--- src/rtl/pixphase_pkg.sv ---
package pixphase_pkg;
    localparam int QUAD_STEPS = 12;
    localparam int QUADS      = 4;
    localparam int PHASES     = QUAD_STEPS * QUADS;
    localparam int PH_W       = $clog2(PHASES);
    localparam int OFF_W      = $clog2(QUAD_STEPS);
    localparam int QB_W       = $clog2(QUADS);
    localparam int CODE_W     = QB_W + OFF_W;
    localparam int NPULSE     = 3;
    localparam int NSTROBE    = 2;
    localparam int NEDGE      = 2 * NPULSE + NSTROBE;
    localparam int POL_ADDR   = NEDGE;
    localparam int ADDR_W     = $clog2(NEDGE + 1);
    localparam int EI_W       = $clog2(NEDGE);

    typedef enum logic {PULSE_IDLE = 1'b0, PULSE_ACTIVE = 1'b1} pulse_st_t;

    function automatic logic code_ok(input logic [CODE_W-1:0] c);
        return c[OFF_W-1:0] < OFF_W'(QUAD_STEPS);
    endfunction

    function automatic logic [PH_W-1:0] code_pos(input logic [CODE_W-1:0] c);
        return PH_W'(c[CODE_W-1:OFF_W]) * PH_W'(QUAD_STEPS) + PH_W'(c[OFF_W-1:0]);
    endfunction
endpackage

--- src/rtl/pp_phase_counter.sv ---
module pp_phase_counter
    import pixphase_pkg::*;
(
    input  logic            clk,
    input  logic            rst_n,
    output logic [PH_W-1:0] phase_q,
    output logic            wrap
);
    localparam logic [PH_W-1:0] LAST = PH_W'(PHASES - 1);

    always_comb wrap = (phase_q == LAST);

    always_ff @(posedge clk or negedge rst_n) begin
        if (!rst_n)    phase_q <= '0;
        else if (wrap) phase_q <= '0;
        else           phase_q <= phase_q + PH_W'(1);
    end

    a_r1_wrap_to_zero: assert property (@(posedge clk) disable iff (!rst_n)
        (phase_q == LAST) |=> (phase_q == '0));
    a_r1_step: assert property (@(posedge clk) disable iff (!rst_n)
        (phase_q != LAST) |=> (phase_q == $past(phase_q) + PH_W'(1)));
    a_r1_range: assert property (@(posedge clk) disable iff (!rst_n)
        phase_q <= LAST);
endmodule

--- src/rtl/pp_regfile.sv ---
module pp_regfile
    import pixphase_pkg::*;
(
    input  logic                         clk,
    input  logic                         rst_n,
    input  logic                         wr_en,
    input  logic [ADDR_W-1:0]            wr_addr,
    input  logic [CODE_W-1:0]            wr_data,
    input  logic                         wrap,
    output logic [NEDGE-1:0][CODE_W-1:0] act_code,
    output logic [NPULSE-1:0]            act_pol,
    output logic                         err_q
);
    logic [NEDGE-1:0][CODE_W-1:0] shd_code;
    logic [NPULSE-1:0]            shd_pol;
    logic                         edge_wr, pol_wr, err_set;

    always_comb begin
        edge_wr = wr_en && (wr_addr < ADDR_W'(NEDGE));
        pol_wr  = wr_en && (wr_addr == ADDR_W'(POL_ADDR));
        err_set = edge_wr && !code_ok(wr_data);
    end

    always_ff @(posedge clk or negedge rst_n) begin
        if (!rst_n) begin
            shd_code <= '0;
            shd_pol  <= '0;
            act_code <= '0;
            act_pol  <= '0;
            err_q    <= 1'b0;
        end else begin
            if (edge_wr) shd_code[wr_addr[EI_W-1:0]] <= wr_data;
            if (pol_wr)  shd_pol <= wr_data[NPULSE-1:0];
            if (wrap) begin
                act_code <= shd_code;
                act_pol  <= shd_pol;
            end
            if (err_set) err_q <= 1'b1;
        end
    end

    a_r9_active_hold: assert property (@(posedge clk) disable iff (!rst_n)
        !wrap |=> ($stable(act_code) && $stable(act_pol)));
    a_r9_take_shadow: assert property (@(posedge clk) disable iff (!rst_n)
        wrap |=> (act_code == $past(shd_code) && act_pol == $past(shd_pol)));
    a_r10_err_sticky: assert property (@(posedge clk) disable iff (!rst_n)
        err_q |=> err_q);
endmodule

--- src/rtl/pp_pulse_chan.sv ---
module pp_pulse_chan
    import pixphase_pkg::*;
(
    input  logic              clk,
    input  logic              rst_n,
    input  logic [PH_W-1:0]   phase_i,
    input  logic [CODE_W-1:0] lead_code,
    input  logic [CODE_W-1:0] trail_code,
    output logic              level
);
    pulse_st_t         st_q, st_nxt;
    logic              lead_ok, trail_ok, lead_hit, trail_hit, same_pos;
    logic [PH_W-1:0]   lead_pos, trail_pos;

    always_comb begin
        lead_ok   = code_ok(lead_code);
        trail_ok  = code_ok(trail_code);
        lead_pos  = code_pos(lead_code);
        trail_pos = code_pos(trail_code);
        lead_hit  = lead_ok && (phase_i == lead_pos);
        trail_hit = trail_ok && (phase_i == trail_pos);
        same_pos  = lead_ok && trail_ok && (lead_pos == trail_pos);
    end

    always_comb begin
        st_nxt = st_q;
        unique case (st_q)
            PULSE_IDLE:   if (lead_hit && !same_pos) st_nxt = PULSE_ACTIVE;
            PULSE_ACTIVE: if (trail_hit)             st_nxt = PULSE_IDLE;
            default:                                 st_nxt = PULSE_IDLE;
        endcase
    end

    always_ff @(posedge clk or negedge rst_n) begin
        if (!rst_n) st_q <= PULSE_IDLE;
        else        st_q <= st_nxt;
    end

    always_comb level = (st_q == PULSE_ACTIVE);

    a_r3_lead_at_rise: assert property (@(posedge clk) disable iff (!rst_n)
        $rose(level) |-> ($past(lead_ok) && $past(phase_i) == $past(lead_pos)));
    a_r4_trail_at_fall: assert property (@(posedge clk) disable iff (!rst_n)
        $fell(level) |-> ($past(trail_ok) && $past(phase_i) == $past(trail_pos)));
    a_r5_invalid_lead_holds: assert property (@(posedge clk) disable iff (!rst_n)
        (!level && !lead_ok) |=> !level);
endmodule

--- src/rtl/pp_strobe_chan.sv ---
module pp_strobe_chan
    import pixphase_pkg::*;
(
    input  logic              clk,
    input  logic              rst_n,
    input  logic [PH_W-1:0]   phase_i,
    input  logic [CODE_W-1:0] pos_code,
    output logic              stb_q
);
    logic            ok;
    logic [PH_W-1:0] pos;

    always_comb begin
        ok  = code_ok(pos_code);
        pos = code_pos(pos_code);
    end

    always_ff @(posedge clk or negedge rst_n) begin
        if (!rst_n) stb_q <= 1'b0;
        else        stb_q <= ok && (phase_i == pos);
    end

    a_r8_single_cycle: assert property (@(posedge clk) disable iff (!rst_n)
        stb_q |=> !stb_q);
    a_r8_at_position: assert property (@(posedge clk) disable iff (!rst_n)
        stb_q |-> ($past(ok) && $past(phase_i) == $past(pos)));
endmodule

--- src/rtl/pixphase_edge_gen.sv ---
module pixphase_edge_gen
    import pixphase_pkg::*;
(
    input  logic              clk,
    input  logic              rst_n,
    input  logic              wr_en,
    input  logic [ADDR_W-1:0] wr_addr,
    input  logic [CODE_W-1:0] wr_data,
    output logic [PH_W-1:0]   phase_o,
    output logic              rg_o,
    output logic              h1_o,
    output logic              h2_o,
    output logic              h3_o,
    output logic              h4_o,
    output logic              shr_o,
    output logic              shd_o,
    output logic              code_err_o
);
    logic                         wrap;
    logic [NEDGE-1:0][CODE_W-1:0] act_code;
    logic [NPULSE-1:0]            act_pol;
    logic [NPULSE-1:0]            lvl;
    logic [NSTROBE-1:0]           stb;

    pp_phase_counter u_cnt (
        .clk(clk), .rst_n(rst_n), .phase_q(phase_o), .wrap(wrap)
    );

    pp_regfile u_regs (
        .clk(clk), .rst_n(rst_n), .wr_en(wr_en), .wr_addr(wr_addr),
        .wr_data(wr_data), .wrap(wrap), .act_code(act_code),
        .act_pol(act_pol), .err_q(code_err_o)
    );

    for (genvar g = 0; g < NPULSE; g++) begin : g_pulse
        pp_pulse_chan u_pulse (
            .clk(clk), .rst_n(rst_n), .phase_i(phase_o),
            .lead_code(act_code[2*g]), .trail_code(act_code[2*g+1]),
            .level(lvl[g])
        );
    end

    for (genvar s = 0; s < NSTROBE; s++) begin : g_strobe
        pp_strobe_chan u_stb (
            .clk(clk), .rst_n(rst_n), .phase_i(phase_o),
            .pos_code(act_code[2*NPULSE+s]), .stb_q(stb[s])
        );
    end

    always_comb begin
        rg_o  = lvl[0] ^ act_pol[0];
        h1_o  = lvl[1] ^ act_pol[1];
        h3_o  = lvl[2] ^ act_pol[2];
        h2_o  = ~h1_o;
        h4_o  = ~h3_o;
        shr_o = stb[0];
        shd_o = stb[1];
    end
endmodule

--- config.mk ---
export PLATFORM = sky130hd
export DESIGN_NAME = pixphase_edge_gen
export DESIGN_NICKNAME = d
export VERILOG_FILES = /design/src/rtl/pixphase_pkg.sv /design/src/rtl/pp_phase_counter.sv /design/src/rtl/pp_regfile.sv /design/src/rtl/pp_pulse_chan.sv /design/src/rtl/pp_strobe_chan.sv /design/src/rtl/pixphase_edge_gen.sv
export SDC_FILE = /design/constraint.sdc
export NUM_CORES = 1
export LEC_CHECK = 0
export BUFFER_PORTS_ARGS = -buffer_cell sky130_fd_sc_hd__buf_4
export CORE_AREA = 3 3 127 105
export DETAILED_ROUTE_END_ITERATION = 7
export DIE_AREA = 0 0 130 108
export PLACE_DENSITY = 0.69
export SETUP_SLACK_MARGIN = 0.05
export SYNTH_ARGS = -nofsm -noshare
export SYNTH_HDL_FRONTEND = slang
export SYNTH_SLANG_ARGS = --single-unit
export TNS_END_PERCENT = 10
--- constraint.sdc ---
create_clock -name clk -period 2.1 [get_ports clk]
set_input_delay 0.315 -clock clk [delete_from_list [all_inputs] [get_ports clk]]
set_output_delay 0.315 -clock clk [all_outputs]
set_load 0.005 [all_outputs]
; ---- Word-level counts from Yosys, hierarchy flattened
; Index checks and enable logic that the tools add are counted.
[word_totals]
mem_bits_ro = 0
mem_count = 0
latch_bits = 0
inputBits = 13
wordCells = 113
output_inout_bits = 14
ramBits = 0
ff_bits = 114
[op_classes]
eq_ne = 13
magnitude_cmp = 12
reduce_logical = 25
n_mux = 13
n_shift = 0
n_div = 0
n_addsub = 9
bitwise_logic = 8
mul = 8
[op_table]
columns = cell, count
row1 = == test 6 bit, 11
row2 = adder 6 x 4 -> 6 bit, 8
row3 = bitwise mux 48 bit, 1
row4 = < comparator 4 bit (second input constant), 10
row5 = multiplier 2 x 2 -> 4 bit (second input constant), 8
row6 = logical AND 1 bit, 21
row7 = demux 6 bit (select 3 bit), 1
row8 = two-way mux 6 bit, 2
row9 = adder 6 x 1 -> 6 bit (second input constant), 1
row10 = == test 6 bit (second input constant), 1
row11 = two-way mux 1 bit, 6
row12 = case mux 1 bit (2 select lines), 3
row13 = NOT 1 bit, 5
row14 = == test 4 bit (second input constant), 1
row15 = zero test 1 bit, 4
row16 = < comparator 3 x 4 -> 1 bit (second input constant), 1
row17 = greater-or-equal comparator 3 x 1 -> 1 bit (second input constant), 1
row18 = XOR 1 bit, 3

; ---- Depth between registers and ports, before layout
; Gate-level depths: netlist of run 1.
[logic_depth]
ltp_word = 8
ltp_mapped = 9
depth_no_buf = 9

; ---- Cells and area by module
; Synthesis of run 1 repeated with hierarchy kept, for this count alone.
[unflattened]
hier_cells = 468
hier_area_um2 = 6155.9
[modules_own_cells]
columns = module, seq_area_each_um2, cells_each, n_inst, area_per_inst_um2
row1 = pp_regfile, 2577.5, 231, 1, 3921.3
row2 = pp_pulse_chan, 25.0, 56, 3, 488.0
row3 = pp_strobe_chan, 25.0, 21, 2, 234.0
row4 = pp_phase_counter, 150.1, 22, 1, 259.0
row5 = pixphase_edge_gen, 0.0, 5, 1, 43.8

; ---- Worst setup path after synthesis of run 1
; OpenSTA, ideal clock, no wires.
[synth_path]
kind = reg-to-reg
from = reg u_regs.act_code[10] (netlist name)
to = reg g_pulse[0].u_pulse.st_q
stages_incl_launch_ff = 10
synth_period_minus_slack_ns = 2.146
n_path_buf = 0
setup_slack_ns = -0.046
arrival_time_ns = 2.013
setup_time_ns = 0.133
required_ns = 1.967
cell_sequence = dfrtp_1 inv_1 ha_1 inv_1 fa_1 inv_1 a222oi_1 nand4_1 a22oi_1 o21ai_0
[synth_via]
elab_chain_len = 8
word_cells_on_any_way = 11
cone_classes = add/sub (1) / mul (1) / eq/ne (2) / mux (3) / reduce/logical (4)
[synth_lines]
columns = element, line
row1 = start: declaration, pp_regfile.sv:10  ; output logic [NEDGE-1:0][CODE_W-1:0] act_code,
row2 = start signal: assignment, pp_regfile.sv:35  ; act_code <= shd_code;
row3 = multiplier 2 x 2 -> 4 bit *, pixphase_pkg.sv:23  ; return PH_W'(c[CODE_W-1:OFF_W]) * PH_W'(QUAD_STEPS) + PH_W'(c[OFF_W-1:0]);
row4 = adder 6 x 4 -> 6 bit *, pixphase_pkg.sv:23
row5 = == test 6 bit, pp_pulse_chan.sv:22  ; same_pos = lead_ok && trail_ok && (lead_pos == trail_pos);
row6 = logical AND 1 bit, pp_pulse_chan.sv:22
row7 = zero test 1 bit, pp_pulse_chan.sv:28  ; PULSE_IDLE: if (lead_hit && !same_pos) st_nxt = PULSE_ACTIVE;
row8 = logical AND 1 bit, pp_pulse_chan.sv:28
row9 = two-way mux 1 bit, pp_pulse_chan.sv:28
row10 = case mux 1 bit (2 select lines) *, pp_pulse_chan.sv:27  ; unique case (st_q)
row11 = named net g_pulse[0].u_pulse.st_nxt, pp_pulse_chan.sv:11  ; pulse_st_t st_q, st_nxt;
row12 = end signal: assignment, pp_pulse_chan.sv:36  ; else st_q <= st_nxt;
row13 = end: declaration, pp_pulse_chan.sv:11
; The timed path passes the listed nets; every way through them passes the cells marked *.
; A chain may end at the register's enable or synchronous reset.

; ---- Worst setup path after layout of run 1
[layout_path]
from = reg u_regs.act_code[22] (netlist name)
to = reg g_pulse[1].u_pulse.st_q
[layout_via]
elab_chain_len = 8
word_cells_on_any_way = 11
cone_classes = add/sub (1) / mul (1) / eq/ne (2) / mux (3) / reduce/logical (4)
[layout_lines]
columns = element, line
row1 = multiplier 2 x 2 -> 4 bit *, pixphase_pkg.sv:23
row2 = adder 6 x 4 -> 6 bit *, pixphase_pkg.sv:23
row3 = == test 6 bit, pp_pulse_chan.sv:22
row4 = logical AND 1 bit, pp_pulse_chan.sv:22
row5 = zero test 1 bit, pp_pulse_chan.sv:28
row6 = logical AND 1 bit, pp_pulse_chan.sv:28
row7 = two-way mux 1 bit, pp_pulse_chan.sv:28
row8 = case mux 1 bit (2 select lines) *, pp_pulse_chan.sv:27
row9 = named net g_pulse[1].u_pulse.st_nxt, pp_pulse_chan.sv:11
row10 = end signal: assignment, pp_pulse_chan.sv:36
row11 = end: declaration, pp_pulse_chan.sv:11
; Marks and branches as above.

==> results.toml, run 1 <==
[floorplanning]
std_cell_rows = 36
die_width_um = 130
dieArea_mm2 = 0.0140
die_h_um = 108
start_util = 0.498
core_mm2 = 0.0121
ios = 27

[routing]
postRouteAntennaNets = 0
wl_per_cell_um = 17.8
vias = 3943
drtPass1Iterations = 6
route.final.wire_length_um = 12900
drcViolationCount = 0
dr.first_iter.drc_count = 220
avgViaCountPerCell = 5.43

[timing]
min_period_ns = 2.33
slew_headroom = 0.651
maxSlewViolCount = 0
post-route-period-util = 1.11
fin_ws_ns = -0.228
skew_ns = 0.0115
fin_tns_setup_ns = -0.445
clock.fmax_ghz = 0.429
rsz0062_at_grt = "yes"
hold_viol = 0
tightest_slew_ns = 0.520
setup_viol = 3

[status]
violations = "negative setup slack"
outcome = "finished with violations"

[grt]
antenna_found_initial = 0
grt_first_pass_wirelength_um = 21400
grt_start_max_net_pins = 72
grt_pass1_vias = 4201
grt_usage = 0.199
gr-total-overflow = 0

[synth]
synth_top_family_by_area = "multiplexers"
synthCells = 482
synth_ff_type = "dfrtp_1"
netlist_area_mm2 = 0.00603
yosysSeqAreaShare = 0.473
synth_warnings = 0
yosys-mux-area-fraction = 0.174
ys_types = 36
syn_area_per_cell_um2 = 12.5
synth_edf_count = 0
syn_nets = 536
synth-seq-cells = 114
synth-xor-area-share = 0.104
synth-compound-area-share = 0.0543
synth_fa_ha_area_frac = 0.0950
async_reset_ff_frac = 1.00
synth-simple-area-share = 0.0684

[cts]
clockRootBuffer = "clkbuf_16"
cts_tree = "done"
cts_buffers = 17
htreeDepth = 4
clock_latency_ns = 0.41
cts_sinks = 114
clkTransAtPathRegs_ns = 0.05
clockBufferDepth = 2

[worst_setup_path]
path_buf_inv = 3
crit_chain = "inv_2, ha_4, inv_2, fa_1, inv_1, a222oi_1, nand4_1, a22oi_1, o21ai_1"
start_kind = "flip-flop"
worst_setup_path_end_kind = "flip-flop"
crit_path_max_incr_delay_ns = 0.54
cp_max_fo = 2
cp.arrival_ns = 2.61
cp_data_required_time_ns = 2.38
slowest_stage = "fa_1"
cp_common_cell = "inv_2"
critPathKind = "reg2reg"
critPathTopFamily = "adder cells"

[placed_design]
io_buffers = 26
pre_cts_slack_ns = -0.249
place_inst = 690
hpwl_um = 8670
gp_congestion = 0.839

[power_and_ir_drop]
total_power_mw = 8.67
p_leak_nw = 3.33
powerDensity_mw_per_mm2 = 1180
ir_worst_vdd_mv = 0.884

[cells_and_area]
area_delta_synth_final_pct = 21.7
drive_above_1_share = 0.360
fin_cells = 726
nNetsFinal = 614
fillers = 939
utilization = 0.606

[job]
maxCapViolations = 0

[worst_hold_path]
hp-class = "in2reg"
-- synth_stat cells (6+ instances only) --
| master | number | share of area |
|---|---|---|
| a21oi_1 | 14 | 0.012 |
| buf_2 | 8 | 0.0066 |
| dfrtp_1 | 114 | 0.47 |
| fa_1 | 8 | 0.027 |
| ha_1 | 33 | 0.068 |
| inv_1 | 25 | 0.016 |
| mux2_1 | 6 | 0.011 |
| mux2_2 | 87 | 0.16 |
| nand2_1 | 15 | 0.0093 |
| nand3_1 | 8 | 0.0066 |
| nand4_1 | 11 | 0.011 |
| nor2_1 | 6 | 0.0037 |
| nor2b_1 | 6 | 0.0062 |
| nor3_1 | 13 | 0.011 |
| o21a_1 | 6 | 0.0075 |
| o21ai_0 | 12 | 0.010 |
| xnor2_1 | 46 | 0.067 |
| xor2_1 | 26 | 0.038 |
-- power by group --
| part | leakage, nW | internal (mW) | switching (mW) |
|---|---|---|---|
| clock | 0.282 | 1.77 | 1.01 |
| combinational | 1.64 | 1.60 | 1.26 |
| sequential | 1.41 | 2.68 | 0.356 |
-- placed cells by master (no fill, tap or decap), types with 4 or more instances in the layout --
master / n
nand3_1: 8
nand4_1: 11
nor2b_1: 6
nor3_1: 12
o21a_1: 6
xnor2_1: 45
fa_1: 8
a21oi_1: 14
buf_4: 69
inv_2: 5
xor2_1: 26
clkinv_2: 6
inv_1: 21
mux2_2: 87
nand2_1: 15
clkbuf_16: 17
o21ai_0: 10
ha_1: 31
mux2_1: 6
a21o_1: 4
dfrtp_1: 114
nor2_1: 6
-- metrics by stage --
stage          hold WS (ns)  area [um^2]
6_report              0.249         7340
5_1_grt               0.251         7340
4_1_cts               0.239         7320
3_5_place_dp          0.325         6700
3_3_place_gp          0.320         6700
2_1_floorplan        0.0194         6030
-- final cells by class --
cell class | count | area [um^2] | share of cell area
multi-input combinational | 328 | 3030 | 0.413
antenna | 1 | 2.50 | 0.000341
inverter | 26 | 97.6 | 0.0133
clock inverter | 14 | 139 | 0.0189
sequential | 114 | 2850 | 0.388
timing repair buffer | 73 | 588 | 0.0801
clock buffer | 18 | 439 | 0.0598
tap | 152 | 190 | 0.0259
-- worst reg2reg max path, delay by kind of cell, from the launching register on --
family / cells / cell delay (ns)
flops: 1 / 0.36
buf+inv: 3 / 0.16
compound gates: 3 / 0.72
fa+ha+maj: 2 / 0.80
simple gates: 1 / 0.16
-- registers in the layout, indices dropped and copies added, names as in the netlist --
| register | count |
|---|---|
| u_regs.act_code | 48 |
| u_regs.shd_code | 48 |
| u_regs.err_q | 1 |
| g_strobe.u_stb.stb_q | 2 |
| u_cnt.phase_q | 6 |
| g_pulse.u_pulse.level | 3 |
| u_regs.act_pol | 3 |
| u_regs.shd_pol | 3 |
-- repair_timing --
item                                    4_1_cts  5_1_grt
pin swaps                                     9        3
hold endpoints to repair                    114        0
setup buffers                                 2        0
gates resized for setup                       4        3
endpoints found under the setup margin        3        3
hold buffers                                  1        0
-- layer usage --
layer / vias to the layer above / track usage / share of wire
met1: 1979 / 0.268 / 0.46
met5: - / 0 / 0
met3: 19 / 0.0523 / 0.044
li1: 1854 / - / -
met2: 91 / 0.325 / 0.48
met4: 0 / 0.0497 / 0.013
-- path summary, 6_finish.rpt --
| check | startpoint | endpoint | slack, ns | depth (start not counted) |
|---|---|---|---|---|
| worst max-delay path | u_regs.act_code[22] | g_pulse[1].u_pulse.level | -0.23 | 9 |
| worst min-delay path | wr_data[0] | u_regs.shd_code[42] | 0.25 | 2 |
| worst max register to register | u_regs.act_code[22] | g_pulse[1].u_pulse.level | -0.23 | 9 |
| worst min register to register | u_regs.shd_code[10] | u_regs.act_code[10] | 0.48 | 2 |
| max in group asynchronous | rst_n | u_regs.shd_code[36] | 1.31 | 3 |
| min in group asynchronous | rst_n | u_regs.act_code[17] | 0.43 | 3 |
-- cells by family after synthesis --
kind of cell	Yosys count
AOI/OAI and AO/OA	50
adders and majority gates	41
xor gates and xnor gates	72
and+or+nand+nor	72
buffers and inverters	40
DFF	114
muxes	93
Note: power is estimated with default switching activity, not from simulation.
==> run 2: changes to the inputs <==
ABC_AREA = 1   (was not set)
CELL_PAD_IN_SITES_DETAIL_PLACEMENT = 0   (was not set)
CELL_PAD_IN_SITES_GLOBAL_PLACEMENT = 1   (was not set)
CORE_AREA = 3 3 143 118   (was 3 3 127 105)
DIE_AREA = 0 0 146 121   (was 0 0 130 108)
PLACE_DENSITY = not set   (was 0.69)
PLACE_DENSITY_LB_ADDON = 0.1   (was not set)
==> results.toml, run 2 <==
[status]
outcome = "complete, no violations"

[synth]
syn_nets = 873
synth_edf_count = 0
async_reset_ff_frac = 1.00
synth.area.top_cells = "dfrtp_1, nand2_1, ha_1"
synthCells = 819
synth_ff_type = "dfrtp_1"
yosysTopAreaCell = "dfrtp_1"
synth_warnings = 0
synth-seq-cells = 114
netlist_area_mm2 = 0.00649
synth.most_common_cell = "nand2_1"
syn_area_per_cell_um2 = 7.92
yosysSeqAreaShare = 0.440
synth.top_cells.by_count = "nand2_1, dfrtp_1, inv_1"
ys_types = 31
yosysTopAreaCellShare = 0.440

[routing]
postRouteAntennaNets = 0
drcViolationCount = 0
wl_per_cell_um = 15.7
drtPass1Iterations = 5
route.final.wire_length_um = 17100
vias = 5453
avgViaCountPerCell = 4.99
dr.first_iter.drc_count = 385

[timing]
hold_viol = 0
fin_ws_ns = 0.0957
clock.fmax_ghz = 0.499
min_period_ns = 2.00
post-route-period-util = 0.954
maxSlewViolCount = 0
skew_ns = 0.0102
fin_tns_setup_ns = 0
tightest_slew_ns = 0.552
rsz0062_at_grt = "yes"
slew_headroom = 0.631
setup_viol = 0

[power_and_ir_drop]
combPwrFrac = 0.321
p_leak_nw = 3.79
p_clk_frac = 0.318
powerDensity_mw_per_mm2 = 1090
swShare = 0.345
ir_worst_vdd_mv = 0.574
switchingPower_mw = 2.86
internal-power_mw = 5.43
p_seq_frac = 0.361

[cts]
clock_latency_ns = 0.42
htreeDepth = 4
clockRootBuffer = "clkbuf_16"
clockBufferDepth = 2
cts_tree = "done"
cts_sinks = 114
clkTransAtPathRegs_ns = 0.06
cts_buffers = 17

[placed_design]
hpwl_um = 11900
place_inst = 1056
place_area_mm2 = 0.00701
io_buffers = 26
gp_congestion = 0.834
pre_cts_slack_ns = 0.0871

[worst_hold_path]
hp-class = "in2reg"
hold_end = "u_regs.shd_code[31]"
hold_start = "wr_data[1]"
min_path_cells = 3

[floorplanning]
dieArea_mm2 = 0.0177
start_util = 0.417
die_width_um = 146
ios = 27
core_mm2 = 0.0155
die_h_um = 121
std_cell_rows = 41

[cells_and_area]
nNetsFinal = 920
antennaDiodeCount = 0
postLayoutCellArea_mm2 = 0.00762
drive_above_1_share = 0.138
fillers = 1524
final_cell_mix = "nand2_1, dfrtp_1, inv_1, o21ai_0, nor2_1"
layout_commonest_cell = "nand2_1"
fin_cells = 1093
largestRegisters = "u_regs.act_code (48), u_regs.shd_code (48), u_cnt.phase_q (6)"
area_delta_synth_final_pct = 17.5

[grt]
gr-total-overflow = 0
grt_start_max_net_pins = 75
antenna_found_initial = 0
grt_usage = 0.206
grt_pass1_vias = 5295
grt_first_pass_wirelength_um = 28000

[worst_setup_path]
cp.arrival_ns = 2.31
ff2ff_setup_slack_ns = 0.1
critPathKind = "reg2reg"
r2r-end = "g_pulse[2].u_pulse.level"
reg2reg_depth = 12
worst_setup_path_end_kind = "flip-flop"
start_kind = "flip-flop"
cp_max_fo = 3
r2r_start = "u_regs.act_code[28]"
cp_data_required_time_ns = 2.40

[job]
maxCapViolations = 0
==> run 2: area by class of cell <==
class,count,area [um^2],share of cell area
multi-input combinational,578,3140,0.413
tap,215,269,0.0353
sequential,114,2850,0.374
timing repair buffer,51,423,0.0555
clock buffer,23,488,0.0640
inverter,104,390,0.0512
clock inverter,8,55.1,0.00722
==> run 2: worst max-delay path by stage <==
stage,start,to,slack [ns],cells after the start
2_1_floorplan,u_regs.act_code[4],g_pulse[0].u_pulse.level,0.25,13
3_5_place_dp,u_regs.act_code[4],g_pulse[0].u_pulse.level,0.09,13
4_1_cts,u_regs.act_code[34],g_pulse[2].u_pulse.level,0.07,13
3_3_place_gp,u_regs.act_code[4],g_pulse[0].u_pulse.level,0.14,13
5_1_grt,u_regs.act_code[4],g_pulse[0].u_pulse.level,-0.09,13
6_report,u_regs.act_code[28],g_pulse[2].u_pulse.level,0.1,12
==> run 2: per-stage QoR <==
step                power, mW   util  hold WS [ns]
detailed placement       5.59  0.451         0.335
CTS                      8.26  0.487         0.139
floorplan                4.88      -        0.0194
finish                   8.29  0.490         0.140
global route             8.98  0.490         0.142
global placement         5.52  0.451         0.342
==> run 2: layer usage <==
metal	wire (um)	GRT usage	vias to the layer above
met5	0	0	-
met3	689	0.0504	12
met2	7900	0.338	105
met1	8330	0.271	2626
met4	232	0.0605	0
li1	-	-	2710
==> run 2: what timing repair did <==
action	CTS	global route
buffers inserted	0	5
hold buffers	1	0
hold endpoints to repair	33	0
gates resized for setup	0	14
setup endpoints to repair	0	3
==> run 2: kinds of logic after synthesis <==
family,share of synthesized area
compound gates,0.0874
xor+xnor,0.0149
fa+ha+maj,0.0883
buf+inv,0.0787
flops,0.440
mux,0.0399
simple gates,0.251
==> run 2: power by group through the flow <==
stage	sequential, mW	clock [mW]	combinational [mW]
2_1_floorplan	2.92	0	1.96
3_3_place_gp	3.01	0	2.51
3_5_place_dp	3.02	0	2.57
4_1_cts	2.99	2.69	2.59
5_1_grt	3.06	2.81	3.12
6_report	2.99	2.64	2.66
==> run 2: worst max-delay path, cell delays in order (launching register included) <==
cell and delay, ns:
dfrtp_1 0.38, inv_1 0.08, ha_1 0.31, inv_2 0.07
fa_1 0.45, nand2_1 0.10, o21ai_1 0.06, nor2_1 0.10
nand3_1 0.07, nor2_1 0.11, nand2_1 0.06, nand2_1 0.05
nand2_1 0.04
==> run 3: changes to the inputs <==
CORE_AREA = 5 5 145 120   (was 3 3 143 118)
DIE_AREA = 0 0 150 125   (was 0 0 146 121)
==> results.toml, run 3 (synthesis gave the netlist of run 2 again) <==
[grt]
grt_pass1_vias = 5207
gr-total-overflow = 0
grt.busiest_layer = "met1"
grt_first_pass_wirelength_um = 28300
grtUsageMet2 = 0.291
grt.met1_usage = 0.292
grt_start_max_net_pins = 64
grt_usage = 0.195
use_met3 = 0.0365
antenna_found_initial = 0

[cells_and_area]
multi_input_area_mm2 = 0.00319
postLayoutCellArea_mm2 = 0.00780
nNetsFinal = 923
fin_cells = 1102
ff_latch_area_mm2 = 0.00285
antennaDiodeCount = 0
fillers = 1600
drive_above_1_share = 0.160
area_delta_synth_final_pct = 20.2
largestRegisters = "u_regs.act_code (48), u_regs.shd_code (48), u_cnt.phase_q (6)"
layout_commonest_cell = "nand2_1"
utilization = 0.488
final_cell_mix = "nand2_1, dfrtp_1, inv_1, o21ai_0, nor2_1"

[timing]
post-route-period-util = 0.940
hold_viol = 0
rsz0062_at_grt = "yes"
min_period_ns = 1.97
clock.fmax_ghz = 0.507
slew_headroom = 0.657
setup_viol = 0
tightest_slew_ns = 0.513
skew_ns = 0.00923
maxSlewViolCount = 0

[power_and_ir_drop]
powerDensity_mw_per_mm2 = 1140
p_leak_nw = 3.84
ir_worst_vdd_mv = 0.579

[routing]
vias = 5357
route.final.wire_length_um = 17400
wl_per_cell_um = 15.8
avgViaCountPerCell = 4.86
drtPass1Iterations = 7
drcViolationCount = 0
postRouteAntennaNets = 0
dr.first_iter.drc_count = 305

[placed_design]
place_area_mm2 = 0.00704
gp_congestion = 0.863
hpwl_um = 12500
place_inst = 1062
io_buffers = 26

[cts]
cts_buffers = 17
cts_tree = "done"
clkTransAtPathRegs_ns = 0.06
clockRootBuffer = "clkbuf_16"
clockBufferDepth = 2
cts_sinks = 114
htreeDepth = 4
clock_latency_ns = 0.41

[worst_setup_path]
slowest_stage = "fa_2"
cp_common_cell = "nand2_1"
path_buf_inv = 2
critPathTopFamily = "adder cells"
r2r_start = "u_regs.act_code[34]"
crit_path_max_incr_delay_ns = 0.54
startpoint = "u_regs.act_code[34]"
critPathKind = "reg2reg"
cp_data_required_time_ns = 2.40
start_kind = "flip-flop"
cp_max_fo = 4
worst_setup_path_end_kind = "flip-flop"
cp.arrival_ns = 2.28
crit_chain = "buf_4, ha_2, fa_2, inv_2, nand2_1, o21ai_1, nor2_1, nand3_1, nor2_1, nand2_1, nand2_1, nand2_1"

[job]
maxCapViolations = 0

[floorplanning]
dieArea_mm2 = 0.0188
std_cell_rows = 42
die_h_um = 125
die_width_um = 150
start_util = 0.406
ios = 27
core_mm2 = 0.0160

[status]
outcome = "complete, no violations"

[worst_hold_path]
hp-class = "in2reg"
hold_start = "wr_data[1]"
-- run 3: worst paths after layout --
kind | endpoint | slack (ns) | depth (start not counted)
setup reg to reg | g_pulse[2].u_pulse.level | 0.13 | 12
max in group asynchronous | u_regs.act_code[24] | 1.24 | 3
setup / recovery | g_pulse[2].u_pulse.level | 0.13 | 12
hold reg to reg | u_regs.shd_code[41] | 0.47 | 2
min in group asynchronous | u_regs.shd_code[38] | 0.29 | 2
hold / removal | u_regs.shd_code[31] | 0.12 | 3
-- run 3: worst reg2reg max path, cell delays in order, from the launching register on --
cell,delay [ns]
dfrtp_1,0.40
buf_4,0.14
ha_2,0.19
fa_2,0.54
inv_2,0.05
nand2_1,0.06
o21ai_1,0.06
nor2_1,0.11
nand3_1,0.08
nor2_1,0.11
nand2_1,0.05
nand2_1,0.05
nand2_1,0.04
-- run 3: area by class of cell --
type	count	area share
Multi-Input combinational cell	578	0.408
Clock inverter	12	0.0231
Clock buffer	20	0.0586
Sequential cell	114	0.366
Timing Repair Buffer	54	0.0587
Tap cell	220	0.0353
Inverter	104	0.0501
-- run 3: layer usage --
layer | wire length (um) | vias up | part of all wire
met4 | 229 | 0 | 0.013
met2 | 7680 | 72 | 0.44
met5 | 0 | - | 0
met3 | 486 | 18 | 0.028
met1 | 9000 | 2543 | 0.52
li1 | - | 2724 | -
-- run 3: power by group --
part / switching (mW) / total [mW] / leakage, nW / internal, mW
registers: 0.351 / 3.00 / 1.41 / 2.65
logic: 1.58 / 2.80 / 2.12 / 1.23
clock network: 1.06 / 3.11 / 0.307 / 2.05
total: 2.98 / 8.92 / 3.84 / 5.93
-- run 3: timing repair --
item                                   4_1_cts  5_1_grt
hold buffers                                 1        0
setup endpoints to repair                    0        4
buffers inserted                             0        7
gates resized for setup                      0       30
endpoints found under the hold margin       51        0
-- run 3: stage by stage --
stage / hold slack [ns] / setup slack, ns / TNS [ns] / power [mW]
2_1_floorplan: 0.0194 / 0.246 / 0 / 4.88
3_3_place_gp: 0.156 / 0.140 / 0 / 5.57
3_5_place_dp: 0.156 / 0.0922 / 0 / 5.66
4_1_cts: 0.110 / 0.0691 / 0 / 8.80
5_1_grt: 0.115 / -0.00554 / -0.00554 / 9.56
6_report: 0.122 / 0.126 / 0 / 8.92
